===== src/rtl/asm_count_pkg.sv =====
package asm_count_pkg;
  typedef enum logic [1:0] {
    PH_IDLE  = 2'b00,
    PH_COUNT = 2'b01,
    PH_SPARE = 2'b10,
    PH_FIN   = 2'b11
  } phase_e;
endpackage


===== src/rtl/asm_seq_ctl.sv =====
module asm_seq_ctl
  import asm_count_pkg::*;
(
  input  logic clk,
  input  logic rst,
  input  logic start_i,
  input  logic cond_lo_i,
  input  logic cond_hi_i,
  output logic idle_o,
  output logic count_o,
  output logic fin_o
);
  localparam int NCODE = 4;

  phase_e ph_q;
  logic   g1_d, g0_d;
  logic [NCODE-1:0] dec;

  // 2-to-4 decode of the phase code
  for (genvar i = 0; i < NCODE; i++) begin : g_dec
    assign dec[i] = (ph_q == phase_e'(i));
  end

  assign idle_o  = dec[PH_IDLE];
  assign count_o = dec[PH_COUNT];
  assign fin_o   = dec[PH_FIN];

  // next-state equations; unused code 10 yields 00
  assign g1_d = count_o & cond_lo_i & cond_hi_i;
  assign g0_d = (idle_o & start_i) | count_o;

  always_ff @(posedge clk) begin
    if (rst) ph_q <= PH_IDLE;
    else     ph_q <= phase_e'({g1_d, g0_d});
  end


  strobe_onehot_chk: assert property (@(posedge clk) disable iff (rst)
    $onehot({idle_o, count_o, fin_o}));

  fin_entry_chk: assert property (@(posedge clk) disable iff (rst)
    count_o && cond_lo_i && cond_hi_i |=> fin_o);

  fin_exit_chk: assert property (@(posedge clk) disable iff (rst)
    fin_o |=> idle_o);
endmodule


===== src/rtl/asm_count_dp.sv =====
module asm_count_dp #(
  parameter int CNT_W  = 4,
  parameter int BIT_LO = 1,
  parameter int BIT_HI = 2
) (
  input  logic             clk,
  input  logic             rst,
  input  logic             clr_i,
  input  logic             inc_i,
  input  logic             setf_i,
  output logic [CNT_W-1:0] cnt_o,
  output logic             trk_o,
  output logic             done_o,
  output logic             cond_lo_o,
  output logic             cond_hi_o
);
  localparam logic [CNT_W-1:0] ONE = CNT_W'(1);

  logic [CNT_W-1:0] cnt_q;
  logic             trk_q, done_q;

  always_ff @(posedge clk) begin
    if (rst) begin
      cnt_q  <= '0;
      trk_q  <= 1'b0;
      done_q <= 1'b0;
    end else begin
      if (clr_i) begin
        cnt_q  <= '0;
        done_q <= 1'b0;
      end
      if (inc_i) begin
        cnt_q <= cnt_q + ONE;
        trk_q <= cnt_q[BIT_LO];
      end
      if (setf_i) done_q <= 1'b1;
    end
  end

  assign cnt_o     = cnt_q;
  assign trk_o     = trk_q;
  assign done_o    = done_q;
  assign cond_lo_o = cnt_q[BIT_LO];
  assign cond_hi_o = cnt_q[BIT_HI];


  clear_chk: assert property (@(posedge clk) disable iff (rst)
    clr_i |=> (cnt_o == '0) && !done_o);

  incr_chk: assert property (@(posedge clk) disable iff (rst)
    inc_i |=> cnt_o == $past(cnt_o) + ONE);

  track_chk: assert property (@(posedge clk) disable iff (rst)
    inc_i |=> trk_o == $past(cnt_o[BIT_LO]));

  done_set_chk: assert property (@(posedge clk) disable iff (rst)
    setf_i |=> done_o);
endmodule


===== src/rtl/asm_count_seq.sv =====
module asm_count_seq #(
  parameter int CNT_W  = 4,
  parameter int BIT_LO = 1,
  parameter int BIT_HI = 2
) (
  input  logic             clk,
  input  logic             rst,
  input  logic             start_i,
  output logic [CNT_W-1:0] count_o,
  output logic             track_o,
  output logic             done_o,
  output logic             idle_o,
  output logic             count_ph_o,
  output logic             fin_o
);
  logic c_lo, c_hi;

  asm_seq_ctl u_ctl (
    .clk       (clk),
    .rst       (rst),
    .start_i   (start_i),
    .cond_lo_i (c_lo),
    .cond_hi_i (c_hi),
    .idle_o    (idle_o),
    .count_o   (count_ph_o),
    .fin_o     (fin_o)
  );

  asm_count_dp #(.CNT_W(CNT_W), .BIT_LO(BIT_LO), .BIT_HI(BIT_HI)) u_dp (
    .clk       (clk),
    .rst       (rst),
    .clr_i     (idle_o & start_i),
    .inc_i     (count_ph_o),
    .setf_i    (fin_o),
    .cnt_o     (count_o),
    .trk_o     (track_o),
    .done_o    (done_o),
    .cond_lo_o (c_lo),
    .cond_hi_o (c_hi)
  );


  idle_hold_chk: assert property (@(posedge clk) disable iff (rst)
    idle_o && !start_i |=> idle_o && $stable(count_o) && $stable(done_o) && $stable(track_o));
endmodule


===== config.mk =====
export PLATFORM = sky130hd
export DESIGN_NAME = asm_count_seq
export DESIGN_NICKNAME = d
export VERILOG_FILES = /design/src/rtl/asm_count_pkg.sv /design/src/rtl/asm_seq_ctl.sv /design/src/rtl/asm_count_dp.sv /design/src/rtl/asm_count_seq.sv
export SDC_FILE = /design/constraint.sdc
export NUM_CORES = 1
export LEC_CHECK = 0
export CORE_AREA = 2 2 39 41
export CTS_CLUSTER_DIAMETER = 200
export DETAILED_ROUTE_END_ITERATION = 10
export DIE_AREA = 0 0 41 43
export SLEW_MARGIN = 20
export SYNTH_ARGS = -nofsm -noshare
export SYNTH_HDL_FRONTEND = slang
export SYNTH_HIERARCHICAL = 1
export SYNTH_SLANG_ARGS = --single-unit

===== constraint.sdc =====
create_clock -name clk -period 1.54 [get_ports clk]
set_input_delay 0.308 -clock clk [delete_from_list [all_inputs] [get_ports clk]]
set_output_delay 0.308 -clock clk [all_outputs]
set_load 0.1 [all_outputs]

== Word-level counts from Yosys, hierarchy flattened ==
Cells that the tools add are included.
Widths: inputs -> output; s select.

* Output and inout port bits: 9
* Input bits: 3
* Register bits after elaboration: 8
* Logic and storage cells: 18

* Eq/ne operators: 2
* Mux-type cells: 4
* Add/subtract/negate cells: 1
* Bitwise operators: 4
* Reductions and logical operators: 3

{| class="wikitable"
|+ Operators with widths
! cell !! count
|-
| $mux 4 || 2
|-
| $add 4x1->4 const B || 1
|-
| $reduce_bool 2->1 || 2
|-
| $and 1x1->1 || 3
|-
| $eq 2x1->1 const B || 1
|-
| $eq 2x2->1 const B || 1
|-
| $logic_not 2->1 || 1
|-
| $mux 1 || 2
|-
| $or 1x1->1 || 1
|}

== Depth between registers and ports, before layout ==
* Depth after elaboration: 4
* Depth in mapped cells: 5

== Modules after synthesis ==
The synthesis kept the hierarchy.

{| class="wikitable"
|+ By module, submodules not included
! module !! instances !! area an instance (um^2) !! seq. area each (um^2) !! cells an instance
|-
| asm_count_dp || 1 || 277.8 || 120.1 || 30
|-
| asm_seq_ctl || 1 || 91.3 || 40.0 || 9
|-
| asm_count_seq || 1 || 6.3 || 0.0 || 1
|}

== Least setup slack after synthesis ==
No wires, ideal clock.

* Path kind: flip-flop to flip-flop
* Start: register u_ctl.ph_q[0]
* End: register u_dp.cnt_q[3], in the netlist u_dp/cnt_o[3]
* Data required time: 1.420 ns
* Setup time: 0.120 ns
* Cell stages (with the launch flop): 6
* Slack: -0.937 ns
* Arrival: 2.357 ns
* Clock period less this slack: 2.477 ns
* Buffers on the path: 1
* Path through: dfxtp_1 > nor2b_1 > buf_6 > o21ai_1 > a21oi_1 > nor3_2

* Elaborated cells between the ends (all ways): 5
* Classes of those cells: eq/ne (1); mux (1); bitwise (1); reduce/logical (2)

{| class="wikitable"
|+ RTL lines
! element !! line !! text
|-
| start: declaration || asm_seq_ctl.sv:15 || <nowiki>phase_e ph_q;</nowiki>
|-
| start signal: assignment || asm_seq_ctl.sv:34 || <nowiki>else ph_q <= phase_e'({g1_d, g0_d});</nowiki>
|-
| $eq 2x1->1 (*) || asm_seq_ctl.sv:21 || <nowiki>assign dec[i] = (ph_q == phase_e'(i));</nowiki>
|-
| via count_ph_o || asm_count_seq.sv:13 || <nowiki>output logic count_ph_o,</nowiki>
|-
| $mux 4 or $reduce_bool 2->1 (tied branches) || -- ||
|-
| end signal: assignment || asm_count_dp.sv:33 || <nowiki>cnt_q <= cnt_q + ONE;</nowiki>
|-
| end: declaration || asm_count_dp.sv:19 || <nowiki>logic [CNT_W-1:0] cnt_q;</nowiki>
|}

The timed path passes the listed nets; every way through them passes the cells marked *.
A chain may end at the register's enable or synchronous reset.

== Final worst setup path ==
* Start: register u_ctl.ph_q[1]
* End: output fin_o

* Longest elaborated chain between the ends: 1

{| class="wikitable"
|+ RTL lines
! element !! line !! text
|-
| $eq 2x2->1 || asm_seq_ctl.sv:21 ||
|-
| end: declaration || asm_count_seq.sv:14 || <nowiki>output logic fin_o</nowiki>
|}

Every way passes these cells.

==> reports/qor.csv <==
metric,value,unit
die_h,43,um
setup_tns,0,ps
sw_frac_of_total,0.312,
grt_first_pass_wirelength,1150,um
finalCritPeriodShare,0.957,
syn_inst,40,
relSlewSlack,0.759,
num_rows,14,
rr_worst_depth,5,
num_vias,309,
cts_buffer_depth,2,
ys_types,18,
ys_warn_count,6,
skew,3.68,ps
cap_violations,0,
p_per_area,820,nW/um^2
drtIter0Drc,1,
crit_arrival,1170,ps
die-area,1760,um^2
crit_start,u_ctl/ph_q[1],
hold_path_class,register to register,
syn_nets,44,
cts_hold_buf,0,
vdd_ir_drop_max,0.338,mV
chipWidth,41,um
combinationalPowerShare,0.238,
pwr-share-clk,0.321,
synth.avg_cell_area,9.38,um^2
first_pass_iters,2,
portBuffers,11,
r2r-start,u_ctl/ph_q[1],
core,1380,um^2
max_freq,0.678,GHz
clk_latency,250,ps
cts.repair.resized,0,
cp_slowest_cell,dfxtp_1,
critical_path.max_fanout,5,
hpwl,541,um
start_util,0.271,
detail-route-antenna-nets,0,
drive_gt1_frac,0.423,
ys_ff_latch,8,
status,"complete, no violations",
ios,12,
critPathMaxStageDelay,500,ps
crit_end,fin_o,
routed_wl,715,um
syn-cell-area,375,um^2
switchingPower,158,uW
tightest_slew,361,ps
crit_type,register to output pin,
gp_congestion,0.689,
via_per_inst,4.54,
cp_data_required_time,1230,ps
timing.rr.end,u_dp/cnt_o[3],
grt.overflow.total,0,
end_kind,output pin,
clkTransAtPathRegs,50,ps
diodes,0,
nNetsFinal,58,
cts_inserted_buffers,3,
cts_root_buf,clkbuf_4,
nFillCells,134,
cts_tree,done,
rsz0062_at_grt,no,
setup_violations,0,
antenna_found_initial,0,
syn_to_final_growth,64.3,%
grt_max_degree,12,
drc,0,
rrSetupSlack,340,ps
grt_util_all_layers,0.103,
grt_pass1_vias,277,
cts_sinks,8,
start_kind,register,
seq_power_share,0.442,
period_needed,1470,ps
ys_seq_area_frac,0.427,
wl_per_cell,10.5,um
cp_cell_sequence,and2_2 > buf_12,
leakage,0.248,nW
hold_violations,0,
htreeDepth,1,
finalMaxSlewViolations,0,
p_int,348,uW
whs,482,ps
## state kept, by name (all words and copies together) (netlist names)
| signal | flops |
|---|---|
| u_ctl/ph_q | 2 |
| u_dp/cnt_o | 4 |
| u_dp/done_o | 1 |
| u_dp/trk_o | 1 |
## power by group through the flow
stage / combinational, mW / sequential (mW) / clock, mW
6_report: 0.120 / 0.223 / 0.162
5_1_grt: 0.125 / 0.224 / 0.181
4_1_cts: 0.118 / 0.224 / 0.176
3_5_place_dp: 0.118 / 0.228 / 0
3_3_place_gp: 0.118 / 0.228 / 0
2_1_floorplan: 0.0645 / 0.241 / 0
## Yosys cell counts
master   number  area (um^2)
buf_4         2         15.0
and2_2        1         7.51
nor3b_1       2         15.0
dfxtp_1       8          160
inv_1         1         3.75
mux2i_1       2         20.0
nor3_2        3         30.0
nor2b_1       1         6.26
and2_1        1         6.26
buf_6         1         11.3
xor2_1        1         8.76
a21oi_1       4         20.0
nor2_1        8         30.0
nand3_2       1         10.0
ha_1          1         12.5
nand3_1       1         5.00
o21ai_1       1         5.00
a41oi_1       1         8.76
## cell usage in the layout (no fill, tap or decap), types with 2 or more instances in the layout
cell / count
buf_12: 9
nor2_1: 7
dfxtp_1: 6
a21oi_1: 4
clkbuf_4: 3
nor3_2: 3
clkdlybuf4s50_1: 2
dfxtp_2: 2
nor3b_1: 2
mux2i_1: 2
## through the flow
| stage | worst slack, ps | cells | cell area, um^2 | utilization | total power, mW |
|---|---|---|---|---|---|
| finish | 65.6 | 68 | 617 | 0.446 | 0.506 |
| global route | 26.1 | 68 | 617 | 0.446 | 0.531 |
| CTS | 43.0 | 67 | 609 | 0.440 | 0.517 |
| detailed placement | 106 | 64 | 587 | 0.424 | 0.346 |
| global placement | 153 | 64 | 587 | 0.424 | 0.346 |
| floorplan | -31.4 | 40 | 393 | - | 0.306 |
## worst max-delay path: cells and delay by family, from the launching register on
kind	cells	cell delay, ps
buffers and inverters	1	180
DFF	1	500
and+or+nand+nor	1	240
## per-layer routing
metal,up-vias,GRT usage,share of wire
met5,-,0,0
met4,0,0.120,0.011
met3,2,0.0314,0.039
met2,7,0.122,0.50
met1,141,0.129,0.45
li1,159,-,-
## cells by family (layout without fill, tap and decap cells)
logic type | Yosys count | in the layout | synth area share
AO/OA/AOI/OAI | 6 | 6 | 0.0900
XOR/XNOR | 1 | 1 | 0.0233
adder cells (fa/ha/maj) | 1 | 1 | 0.0333
buffers and inverters | 4 | 16 | 0.0800
flip-flops | 8 | 8 | 0.427
multiplexers | 2 | 2 | 0.0533
AND/OR/NAND/NOR | 18 | 18 | 0.293
## worst min-delay path by stage
stage                       start             to  slack, ps  cells after the start
finish              u_ctl/ph_q[0]  u_ctl/ph_q[1]        480                      2
global route        u_ctl/ph_q[0]  u_ctl/ph_q[1]        510                      2
CTS                 u_ctl/ph_q[0]  u_ctl/ph_q[1]        490                      2
detailed placement  u_ctl/ph_q[0]  u_ctl/ph_q[1]        480                      2
global placement    u_ctl/ph_q[0]  u_ctl/ph_q[1]        480                      2
floorplan                     rst  u_ctl/ph_q[0]        370                      1
## layout make-up
type / count / area, um^2 / share of cell area
well taps: 16 / 20.0 / 0.0325
clock buffers: 3 / 22.5 / 0.0365
flip-flops and latches: 8 / 163 / 0.264
repair buffers: 12 / 208 / 0.337
inverters: 1 / 3.75 / 0.00609
multi-input cells: 28 / 200 / 0.325
## repair_timing
| item | 4_1_cts | 5_1_grt |
|---|---|---|
| endpoints found under the setup margin | 0 | 1 |
| buffers inserted | 0 | 1 |
| hold endpoints to repair | 0 | 0 |
Note: power is estimated with default switching activity, not from simulation.
